File: src/rtl/bsens_pkg.sv
package bsens_pkg;
  typedef enum int unsigned {
    LN_SCL = 0,
    LN_SDA = 1
  } line_e;

  localparam int unsigned NUM_LINES = 2;

  // synchronized level plus its value one cycle earlier
  typedef struct packed {
    logic lvl;
    logic prev;
  } line_t;
endpackage

File: src/rtl/bsens_sync.sv
module bsens_sync
  import bsens_pkg::*;
#(
  parameter int unsigned STAGES = 2,
  parameter int unsigned N      = NUM_LINES
) (
  input  logic           clk_i,
  input  logic           rst_ni,
  input  logic [N-1:0]   raw_i,
  output line_t [N-1:0]  ln_o
);
  localparam int unsigned DEPTH = STAGES + 1;

  for (genvar g = 0; g < N; g++) begin : g_line
    logic [DEPTH-1:0] sh_q;
    // idle bus level is high: reset to 1 so no edge is seen at release
    always_ff @(posedge clk_i or negedge rst_ni) begin
      if (!rst_ni) sh_q <= '1;
      else         sh_q <= {sh_q[DEPTH-2:0], raw_i[g]};
    end
    assign ln_o[g].lvl  = sh_q[STAGES-1];
    assign ln_o[g].prev = sh_q[STAGES];
  end
endmodule

File: src/rtl/bsens_cond.sv
module bsens_cond
  import bsens_pkg::*;
(
  input  line_t scl_i,
  input  line_t sda_i,
  output logic  start_o,
  output logic  stop_o,
  output logic  both_hi_o
);
  logic scl_held_hi, sda_fall, sda_rise;

  always_comb begin
    scl_held_hi = scl_i.lvl & scl_i.prev;
    sda_fall    = sda_i.prev & ~sda_i.lvl;
    sda_rise    = ~sda_i.prev & sda_i.lvl;
    start_o     = scl_held_hi & sda_fall;
    stop_o      = scl_held_hi & sda_rise;
    both_hi_o   = scl_i.lvl & sda_i.lvl;
  end
endmodule

File: src/rtl/bsens_busy.sv
module bsens_busy #(
  parameter int unsigned TW = 16
) (
  input  logic          clk_i,
  input  logic          rst_ni,
  input  logic          en_i,
  input  logic          start_i,
  input  logic          stop_i,
  input  logic          both_hi_i,
  input  logic [TW-1:0] limit_i,
  output logic          busy_o
);
  logic          busy_q;
  logic [TW-1:0] cnt_q;
  logic [TW:0]   cnt_nx;
  logic          limit_on, idle_run, timeout;

  always_comb begin
    cnt_nx   = {1'b0, cnt_q} + 1'b1;
    limit_on = (limit_i != '0);
    idle_run = busy_q & both_hi_i & limit_on;
    timeout  = idle_run & (cnt_nx >= {1'b0, limit_i});
  end

  always_ff @(posedge clk_i or negedge rst_ni) begin
    if (!rst_ni) begin
      busy_q <= 1'b0;
      cnt_q  <= '0;
    end else if (!en_i) begin
      busy_q <= 1'b0;
      cnt_q  <= '0;
    end else if (start_i) begin
      busy_q <= 1'b1;
      cnt_q  <= '0;
    end else if (stop_i || timeout) begin
      busy_q <= 1'b0;
      cnt_q  <= '0;
    end else if (idle_run) begin
      cnt_q  <= cnt_nx[TW-1:0];
    end else begin
      cnt_q  <= '0;
    end
  end

  assign busy_o = busy_q;

  a_r2_start_sets_busy: assert property (@(posedge clk_i) disable iff (!rst_ni)
    (en_i && start_i) |=> busy_q) else $error("a_r2_start_sets_busy");

  a_r3_stop_clears_busy: assert property (@(posedge clk_i) disable iff (!rst_ni)
    (stop_i && !start_i) |=> !busy_q) else $error("a_r3_stop_clears_busy");

  a_r4_cond_exclusive: assert property (@(posedge clk_i) disable iff (!rst_ni)
    $onehot0({start_i, stop_i})) else $error("a_r4_cond_exclusive");

  a_r8_disabled_idle: assert property (@(posedge clk_i) disable iff (!rst_ni)
    !en_i |=> !busy_q) else $error("a_r8_disabled_idle");
endmodule

File: src/rtl/bus_busy_sensor.sv
module bus_busy_sensor
  import bsens_pkg::*;
#(
  parameter int unsigned TIMEOUT_W   = 16,
  parameter int unsigned SYNC_STAGES = 2
) (
  input  logic                 clk_i,
  input  logic                 rst_ni,
  input  logic                 scl_i,
  input  logic                 sda_i,
  input  logic                 recovery_en_i,
  input  logic [TIMEOUT_W-1:0] idle_limit_i,
  input  logic                 switch_i,
  input  logic                 mask_i,
  input  logic                 clear_i,
  output logic                 busy_o,
  output logic                 flag_o
);
  line_t [NUM_LINES-1:0] ln;
  logic [NUM_LINES-1:0]  raw;
  logic start, stop, both_hi, busy, sense_en, flag_q, flag_set;

  always_comb begin
    raw         = '0;
    raw[LN_SCL] = scl_i;
    raw[LN_SDA] = sda_i;
  end

  bsens_sync #(.STAGES(SYNC_STAGES), .N(NUM_LINES)) i_sync (
    .clk_i (clk_i),
    .rst_ni(rst_ni),
    .raw_i (raw),
    .ln_o  (ln)
  );

  bsens_cond i_cond (
    .scl_i    (ln[LN_SCL]),
    .sda_i    (ln[LN_SDA]),
    .start_o  (start),
    .stop_o   (stop),
    .both_hi_o(both_hi)
  );

  assign sense_en = ~recovery_en_i;

  bsens_busy #(.TW(TIMEOUT_W)) i_busy (
    .clk_i    (clk_i),
    .rst_ni   (rst_ni),
    .en_i     (sense_en),
    .start_i  (start),
    .stop_i   (stop),
    .both_hi_i(both_hi),
    .limit_i  (idle_limit_i),
    .busy_o   (busy)
  );

  assign flag_set = sense_en & ~mask_i & switch_i & busy;

  always_ff @(posedge clk_i or negedge rst_ni) begin
    if (!rst_ni)       flag_q <= 1'b0;
    else if (flag_set) flag_q <= 1'b1;
    else if (clear_i)  flag_q <= 1'b0;
  end

  assign busy_o = busy;
  assign flag_o = flag_q;

  a_r6_switch_busy_flags: assert property (@(posedge clk_i) disable iff (!rst_ni)
    (switch_i && busy_o && !mask_i && !recovery_en_i) |=> flag_o)
    else $error("a_r6_switch_busy_flags");

  a_r7_no_spurious_flag: assert property (@(posedge clk_i) disable iff (!rst_ni)
    (!flag_o && !(switch_i && busy_o)) |=> !flag_o)
    else $error("a_r7_no_spurious_flag");

  a_r9_mask_blocks: assert property (@(posedge clk_i) disable iff (!rst_ni)
    (mask_i && !flag_o) |=> !flag_o) else $error("a_r9_mask_blocks");
endmodule

File: config.mk
export PLATFORM = sky130hd
export DESIGN_NAME = bus_busy_sensor
export DESIGN_NICKNAME = d
export VERILOG_FILES = /design/src/rtl/bsens_pkg.sv /design/src/rtl/bsens_sync.sv /design/src/rtl/bsens_cond.sv /design/src/rtl/bsens_busy.sv /design/src/rtl/bus_busy_sensor.sv
export SDC_FILE = /design/constraint.sdc
export NUM_CORES = 1
export LEC_CHECK = 0
export CAP_MARGIN = 20
export CORE_MARGIN = 3
export CORE_UTILIZATION = 48
export CTS_CLUSTER_SIZE = 30
export DETAILED_ROUTE_END_ITERATION = 6
export PLACE_DENSITY = 0.73
export SYNTH_ARGS = -nofsm -noshare
export SYNTH_HDL_FRONTEND = slang
export SYNTH_SLANG_ARGS = --single-unit
File: constraint.sdc
create_clock -name clk_i -period 2.7 [get_ports clk_i]
set_input_delay 0.27 -clock clk_i [delete_from_list [all_inputs] [get_ports clk_i]]
set_output_delay 0.27 -clock clk_i [all_outputs]
set_load 0.02 [all_outputs]
==> results of run 1 <==
## cell type report
| class | instances | area share, % |
|---|---|---|
| repair buffers | 56 | 22.1 |
| well taps | 44 | 2.37 |
| inverters | 19 | 3.07 |
| flip-flops and latches | 24 | 26.2 |
| clock inverters | 1 | 1.29 |
| multi-input cells | 111 | 44.0 |
| clock buffers | 3 | 0.969 |
## metal layers
layer	global-route usage, %	wire length [um]
met1	24.9	1670
met2	38.6	2220
met4	6.20	59
met5	0	0
met3	3.92	159
## stage by stage
| step | setup TNS, ns | hold slack, ns |
|---|---|---|
| 2_1_floorplan | 0 | -0.0256 |
| 3_3_place_gp | 0 | 0.346 |
| 3_5_place_dp | -0.438 | 0.351 |
| 4_1_cts | -0.0574 | 0.319 |
| 5_1_grt | -2.42 | 0.310 |
| 6_report | -0.971 | 0.323 |
## worst reg2reg max path, cell delays in order (launching register included)
cell and delay [ns]:
dfrtp_1 0.38, nand4_1 0.18, nor4_4 0.35, xor2_1 0.27
ha_1 0.29, a21o_1 0.16, a221o_1 0.32, a41oi_2 0.23
nand4_4 0.18, buf_12 0.19, and2b_2 0.20
## worst paths after layout
kind | from | to | slack [ns] | cells past startpoint
min | scl_i | i_sync.g_line[0].sh_q[0] | 0.32 | 1
min in group asynchronous | rst_ni | i_busy.busy_o | 0.43 | 1
min reg2reg | i_sync.g_line[0].sh_q[0] | i_sync.g_line[0].sh_q[1] | 0.37 | 0
max in group asynchronous | rst_ni | i_sync.g_line[0].sh_q[2] | 1.56 | 2
max reg2reg | i_busy.cnt_q[12] | i_busy.cnt_q[3] | -0.10 | 10
max | i_busy.cnt_q[12] | i_busy.cnt_q[3] | -0.10 | 10
## cell families after synthesis
kind of cell / synth area share, %
adders and majority gates: 13.4
and+or+nand+nor: 24.6
DFF: 38.4
xor gates and xnor gates: 8.31
AOI/OAI and AO/OA: 9.97
buffers and inverters: 5.22
## registers in the layout, indices dropped and copies added (netlist names)
name / flops
i_busy.busy_o: 1
flag_o: 1
i_sync.g_line.sh_q: 6
i_busy.cnt_q: 16
## synthesized netlist by cell type (all sizes together), types with 4 or more instances
master	number
nand4	6
xor2	6
ha	17
nor2b	9
inv	19
xnor2	9
nor4	5
dfrtp	18
a21oi	7
o21ai	4
nand2	9
and2b	6
nand3	9
nor2	5
dfstp	6
## what timing repair did
action,4_1_cts,5_1_grt
resized for setup,11,15
pin swaps,13,8
cloned,1,0
endpoints found under the setup margin,16,16
buffers inserted,14,4
## power by group
part / internal [W] / total (W) / leakage, nW / switching, W
logic: 0.0000657 / 0.000120 / 0.758 / 0.0000539
clock network: 0.000150 / 0.000268 / 0.0279 / 0.000117
registers: 0.000372 / 0.000380 / 0.313 / 0.00000772
==> reports/qor.txt, run 1 <==
Clock latency on the worst-skew pair -> 0.33 ns
Critical path's top delay family -> simple AND/OR/NAND/NOR gates
Final Power -> 0.000767 W
I/O Buffers -> 25
DRT Pass-1 Iters -> 4
Crit path capture type -> flop
Clock net sink count -> 24
Crit start category -> flop
Yosys top cell area share -> 28.5%
Cell Chain, Critical Path -> nand4_1, nor4_4, xor2_1, ha_1, a21o_1, a221o_1, a41oi_2, nand4_4, buf_12, and2b_2
Final Max Tran Viols -> 0
Setup CP Type -> reg2reg
Synth warn -> 0
Clk slew on worst S/H paths -> 0.14 ns
Die width -> 63.4 um
Diodes inserted -> 0
First-pass GRT wire length -> 6.69 mm
Placeable Area -> 3100 um^2
DRC -> 0
Final Hold Viols -> 0
Leak Pwr -> 1.10 nW
Setup ws final -> -0.104 ns
Placed Area -> 1980 um^2
Layout cells sized above 1 -> 34.6%
Max_cap viols -> 0
Vias in the first global route -> 1452
Crit-path max FO -> 8
H-tree depth -> 1
# fillers -> 234
Net Count, Synth -> 196
Initial DRC Count -> 53
Initial antenna violation count -> 0
Fin crit period -> 2.80 ns
Synth-to-layout area growth -> 46.9%
Worst Path Buf+Inv -> 1
Post-synthesis sequential area ratio -> 38.4%
Final #Nets -> 256
Die Y -> 63.4 um
CTS tree -> done
Rows -> 20
Pre-CTS setup slack -> -0.0794 ns
FF+latch count, synth -> 24
Crit-path slowest cell -> dfrtp_1
Slew Limit Headroom -> 39.1%
Setup violators final -> 15
Vias per cell -> 5.26
Starting Density -> 51.0%
Worst path max stage delay -> 0.38 ns
Netlist cell types -> 37
Yosys top cell by area -> dfrtp_1
Failing checks -> setup timing
DP Wirelength -> 2.79 mm
Syn_area_per_cell -> 10.2 um^2
Post-synth EDFFs -> 0
DR WL/cell -> 15.9 um
I/O pins -> 26
Outcome -> finished with violations
Final Wtd Congestion -> 0.820
Top post-synthesis cells by area -> dfrtp_1, ha_1, dfstp_2, xnor2_1, inv_1
Maximum clock insertion buffer count -> 2
Hold_buf cts -> 0
Final Cycle Share -> 104%
VDD IR-drop max -> 0.265 mV
Via count -> 1356
HP Class -> in2reg
Fmax -> 0.357 GHz
FF/Latch Area -> 608 um^2
Area of the multi-input gates -> 1020 um^2
Total die area -> 4020 um^2
Cell Area, Synth -> 1580 um^2
Cts bufs inserted -> 3
Ys flop type -> dfrtp_1
Largest net degree at the start of global routing -> 20
All-Layer GR Usage -> 21.1%
Commonest non-fill, non-tap cell in the layout -> buf_4
RSZ-0062 raised after global routing -> yes
Worst slew pin tran -> 0.911 ns
Non-Filler Instances -> 258
Fin util -> 74.9%
Final setup skew -> 0.00481 ns
Data required time of the worst path -> 2.98 ns
Final WL -> 4.11 mm
Syn Inst Count -> 155
DP Cell Count -> 235
Asr flop ratio synth -> 100%
PwrDens -> 330 nW/um^2
Arr. time, crit path -> 3.08 ns
Clk root buf -> clkbuf_4
DRT antenna net count -> 0
Final Cell Area -> 2320 um^2
Most frequent cells in the layout -> buf_4, clkdlybuf4s50_1, inv_1, dfrtp_1, ha_1
GR Overflow Total -> 0
(Power assumes the default switching activity.)
==> run 2, diff against run 1 <==
--- a/config.mk
+++ b/config.mk
@@ -10,6 +10,7 @@
 export CORE_UTILIZATION = 48
 export CTS_CLUSTER_SIZE = 30
 export DETAILED_ROUTE_END_ITERATION = 6
+export MAX_ROUTING_LAYER = met4
 export PLACE_DENSITY = 0.73
 export SYNTH_ARGS = -nofsm -noshare
 export SYNTH_HDL_FRONTEND = slang
==> reports/qor.txt, run 2 (synthesis gave the netlist of run 1 again) <==
Outcome -> finished with violations
Failing checks -> setup timing
Slew Limit Headroom -> 38.6%
Crit-path max FO -> 8
Final hold slack -> 0.319 ns
Die width -> 63.4 um
Final Hold Viols -> 0
Setup ws final -> -0.109 ns
Most frequent cells in the layout -> buf_4, clkdlybuf4s50_1, inv_1, dfrtp_1, ha_1
Total die area -> 4020 um^2
Worst path max stage delay -> 0.38 ns
Final Max Tran Viols -> 0
Initial antenna violation count -> 0
Fmax -> 0.356 GHz
All-Layer GR Usage -> 21.7%
Setup CP Type -> reg2reg
Biggest register -> i_busy.cnt_q
Worst Path Buf+Inv -> 1
CTS tree -> done
Final Cycle Share -> 104%
Leak Pwr -> 1.10 nW
Crit-path slowest cell -> dfrtp_1
Commonest non-fill, non-tap cell in the layout -> buf_4
Hold_buf cts -> 0
Clk slew on worst S/H paths -> 0.14 ns
I/O Buffers -> 25
H-tree depth -> 1
DP Cell Count -> 235
DRT Pass-1 Iters -> 4
Placeable Area -> 3100 um^2
Pre-CTS setup slack -> -0.0794 ns
Final Power -> 0.000769 W
First-pass GRT wire length -> 6.69 mm
PwrDens -> 331 nW/um^2
Max FFs per register -> 16
Largest net degree at the start of global routing -> 20
Non-Filler Instances -> 258
VDD IR-drop max -> 0.268 mV
Clk root buf -> clkbuf_4
Critical path's top delay family -> simple AND/OR/NAND/NOR gates
Setup violators final -> 15
Maximum clock insertion buffer count -> 2
Final setup skew -> 0.00810 ns
Layout cells sized above 1 -> 34.6%
Crit start category -> flop
Starting Density -> 51.0%
Rows -> 20
Vias in the first global route -> 1452
DR WL/cell -> 16.0 um
# fillers -> 234
DRC -> 0
Initial DRC Count -> 43
Via count -> 1349
RSZ-0062 raised after global routing -> yes
Fin crit period -> 2.81 ns
Final WL -> 4.12 mm
Cts bufs inserted -> 3
Arr. time, crit path -> 3.09 ns
DP Wirelength -> 2.79 mm
Data required time of the worst path -> 2.98 ns
Max_cap viols -> 0
Die Y -> 63.4 um
Clock net sink count -> 24
Final #Nets -> 256
Synth-to-layout area growth -> 46.9%
Diodes inserted -> 0
Clock latency on the worst-skew pair -> 0.33 ns
DRT antenna net count -> 0
Vias per cell -> 5.23
HP Class -> in2reg
Final Wtd Congestion -> 0.832
I/O pins -> 26
Crit path capture type -> flop
Worst slew pin tran -> 0.918 ns
GR Overflow Total -> 0
Largest regs -> i_busy.cnt_q (16), i_sync.g_line.sh_q (6)
Fin util -> 74.9%
Cell Chain, Critical Path -> nand4_1, nor4_4, xor2_1, ha_1, a21o_1, a221o_1, a41oi_2, nand4_4, buf_12, and2b_2
-- run 2: cell counts in the layout (fill, tap and decap cells not counted) --
No cell type changed its count.
-- run 2: repair_timing --
| action | 4_1_cts | 5_1_grt |
|---|---|---|
| setup endpoints to repair | 16 | 16 |
| resized for setup | 11 | 15 |
| hold endpoints to repair | 0 | 0 |
| pin swaps | 13 | 8 |
| buffers inserted | 14 | 4 |
| cloned | 1 | 0 |
-- run 2: where the power goes --
group	total, W	switching, W	internal (W)	leakage, nW
sequential	0.000380	0.00000800	0.000372	0.313
clock	0.000269	0.000119	0.000150	0.0279
combinational	0.000120	0.0000540	0.0000657	0.758
total	0.000769	0.000181	0.000588	1.10
-- run 2: layout make-up --
| type | count | area [um^2] | share of cell area, % |
|---|---|---|---|
| timing repair buffer | 56 | 513 | 22.1 |
| clock buffer | 3 | 22.5 | 0.969 |
| sequential | 24 | 608 | 26.2 |
| inverter | 19 | 71.3 | 3.07 |
| tap | 44 | 55.1 | 2.37 |
| multi-input combinational | 111 | 1020 | 44.0 |
| clock inverter | 1 | 30.0 | 1.29 |
-- run 2: path summary, 6_finish.rpt --
kind	cells after the start	to	slack, ns	start
max	10	i_busy.cnt_q[2]	-0.11	i_busy.cnt_q[13]
min	1	i_sync.g_line[0].sh_q[0]	0.32	scl_i
max reg2reg	10	i_busy.cnt_q[2]	-0.11	i_busy.cnt_q[13]
min reg2reg	0	i_sync.g_line[0].sh_q[1]	0.37	i_sync.g_line[0].sh_q[0]
max in group asynchronous	2	i_sync.g_line[0].sh_q[2]	1.56	rst_ni
min in group asynchronous	1	i_busy.busy_o	0.43	rst_ni
-- run 2: worst register-to-register path: stages (launching register included) --
cell and delay (ns):
dfrtp_1 0.38, nand4_1 0.18, nor4_4 0.36, xor2_1 0.26, ha_1 0.29, a21o_1 0.16, a221o_1 0.32, a41oi_2 0.23
nand4_4 0.18, buf_12 0.19, and2b_2 0.20
-- run 2: routing by layer --
| metal | vias to the layer above | share of wire, % | track usage (%) |
|---|---|---|---|
| li1 | 661 | - | - |
| met1 | 651 | 41 | 25.0 |
| met2 | 30 | 54 | 38.6 |
| met3 | 7 | 3.4 | 3.74 |
| met4 | 0 | 1.4 | 6.20 |
| met5 | - | 0 | - |
-- run 2: per-stage QoR --
step	TNS, ns	cell area [um^2]
after global routing	-2.48	2320
after global placement	0	1980
after detailed placement	-0.438	1980
after CTS	-0.0574	2230
after floorplan	0	1590
final	-1.03	2320
==> run 3, diff against run 2 <==
--- a/config.mk
+++ b/config.mk
@@ -11,7 +11,7 @@
 export CTS_CLUSTER_SIZE = 30
 export DETAILED_ROUTE_END_ITERATION = 6
 export MAX_ROUTING_LAYER = met4
-export PLACE_DENSITY = 0.73
+export PLACE_DENSITY = 0.78
 export SYNTH_ARGS = -nofsm -noshare
 export SYNTH_HDL_FRONTEND = slang
 export SYNTH_SLANG_ARGS = --single-unit
==> reports/qor.txt, run 3 (synthesis gave the netlist of run 1 again) <==
Outcome -> finished with violations
Failing checks -> setup timing
I/O Buffers -> 25
GR Overflow Total -> 0
Placeable Area -> 3100 um^2
Seq pwr share -> 57.1%
Final setup skew -> 0.0187 ns
Worst path max stage delay -> 0.41 ns
Setup violators final -> 16
Total die area -> 4020 um^2
Cell Chain, Critical Path -> buf_4, buf_4, and4_4, nand4_1, xnor2_2, ha_1, a221o_1, a41oi_2, nand4_4, buf_12, and2b_2
Final Cell Area -> 2210 um^2
Vias in the first global route -> 1495
Slew Limit Headroom -> 37.1%
CTS tree -> done
Hold Path Cell Cnt -> 1
Psw -> 0.000171 W
Largest net degree at the start of global routing -> 22
DRT Pass-1 Iters -> 4
Final Power -> 0.000665 W
Clk slew on worst S/H paths -> 0.14 ns
Initial antenna violation count -> 0
CP dominant cell by count -> buf_4
Cts bufs inserted -> 3
Crit path capture type -> flop
Vias per cell -> 5.45
Placed Area -> 1980 um^2
Setup TNS Final -> -2.60 ns
Clock net sink count -> 24
Setup ws final -> -0.211 ns
Maximum clock insertion buffer count -> 2
Arr. time, crit path -> 3.17 ns
Final Cycle Share -> 108%
Setup CP Type -> reg2reg
Max FFs per register -> 16
DRT antenna net count -> 0
First-pass GRT wire length -> 6.73 mm
Final WL -> 4.21 mm
All-Layer GR Usage -> 22.4%
Crit start category -> flop
Final Max Tran Viols -> 0
Max_cap viols -> 0
Die Y -> 63.4 um
RSZ-0062 raised after global routing -> yes
Logic pwr share -> 17.7%
Final #Nets -> 249
FF/Latch Area -> 608 um^2
Final Hold Viols -> 0
Via count -> 1367
VDD IR-drop max -> 0.309 mV
Worst-case reg-to-reg path depth -> 11
Clk root buf -> clkbuf_4
Layout cells sized above 1 -> 30.4%
Clock latency on the worst-skew pair -> 0.33 ns
Leak Pwr -> 1.08 nW
Final Wtd Congestion -> 0.817
Synth-to-layout area growth -> 39.5%
Biggest register -> i_busy.cnt_q
HP Class -> in2reg
Rows -> 20
Fmax -> 0.344 GHz
Die width -> 63.4 um
Initial DRC Count -> 39
Area of the multi-input gates -> 985 um^2
Diodes inserted -> 0
H-tree depth -> 1
# fillers -> 248
Largest regs -> i_busy.cnt_q (16), i_sync.g_line.sh_q (6)
Hold_buf cts -> 0
Most frequent cells in the layout -> clkdlybuf4s50_1, buf_4, inv_1, dfrtp_1, ha_1
DRC -> 0
DP Wirelength -> 2.87 mm
DR WL/cell -> 16.8 um
Data required time of the worst path -> 2.96 ns
Net Sw Frac -> 25.7%
Commonest non-fill, non-tap cell in the layout -> clkdlybuf4s50_1
Crit-path max FO -> 8
Worst slew pin tran -> 0.940 ns
PwrDens -> 302 nW/um^2
Pre-CTS setup slack -> -0.0817 ns
Starting Density -> 51.0%
Crit-path slowest cell -> dfrtp_1
Fin crit period -> 2.91 ns
P_int -> 0.000494 W
Clock share of power -> 25.3%
I/O pins -> 26
-- run 3: cell types whose count changed in the layout (fill, tap and decap cells not counted), sizes merged --
cell | previous run | this run
clkbuf | 4 | 5
bufinv | 1 | 0
buf | 30 | 23
-- run 3: layout make-up --
cell class	count	share of cell area, %
multi-input combinational	111	44.6
sequential	24	27.6
timing repair buffer	49	20.9
inverter	19	3.23
tap	44	2.50
clock buffer	4	1.19
-- run 3: what timing repair did --
action	4_1_cts	5_1_grt
gates resized for setup	6	13
cloned	1	0
pin swaps	9	9
endpoints found under the setup margin	14	17
buffers inserted	7	4
-- run 3: metal layers --
metal,part of all wire [%],up-vias,GRT usage (%),wire length [um]
met5,0,-,-,0
met4,3.7,0,10.2,155
met3,3.5,14,3.74,148
met2,52,43,39.9,2200
met1,41,664,24.1,1720
li1,-,646,-,-
-- run 3: worst paths after layout --
check                                          from                       end  slack [ns]
max                                 i_busy.cnt_q[1]           i_busy.cnt_q[3]       -0.21
min                                           sda_i  i_sync.g_line[1].sh_q[0]        0.35
max reg2reg                         i_busy.cnt_q[1]           i_busy.cnt_q[3]       -0.21
min reg2reg                i_sync.g_line[1].sh_q[0]  i_sync.g_line[1].sh_q[1]        0.36
max in group asynchronous                    rst_ni  i_sync.g_line[0].sh_q[0]        1.53
min in group asynchronous                    rst_ni          i_busy.cnt_q[15]        0.44
-- run 3: stage by stage --
stage,utilization [%],hold WS (ns),cells
after floorplan,-,-0.0256,155
after global routing,71.1,0.304,251
after global placement,64.0,0.346,235
final,71.1,0.347,251
after CTS,68.3,0.331,247
after detailed placement,64.0,0.348,235
-- run 3: worst max-delay path, delay by kind of cell (launching register included) --
family	cells	cell delay (ns)
buffers and inverters	3	0.43
XOR/XNOR	1	0.26
adder cells (fa/ha/maj)	1	0.31
flip-flops	1	0.41
AO/OA/AOI/OAI	2	0.65
AND/OR/NAND/NOR	4	0.77
-- run 3: power by group through the flow --
stage	Sequential, W	Clock [W]	Combinational, W
final	0.000380	0.000168	0.000118
after global routing	0.000381	0.000193	0.000129
after CTS	0.000379	0.000169	0.000117
after detailed placement	0.000386	0	0.000111
after global placement	0.000385	0	0.000106
after floorplan	0.000390	0	0.0000389
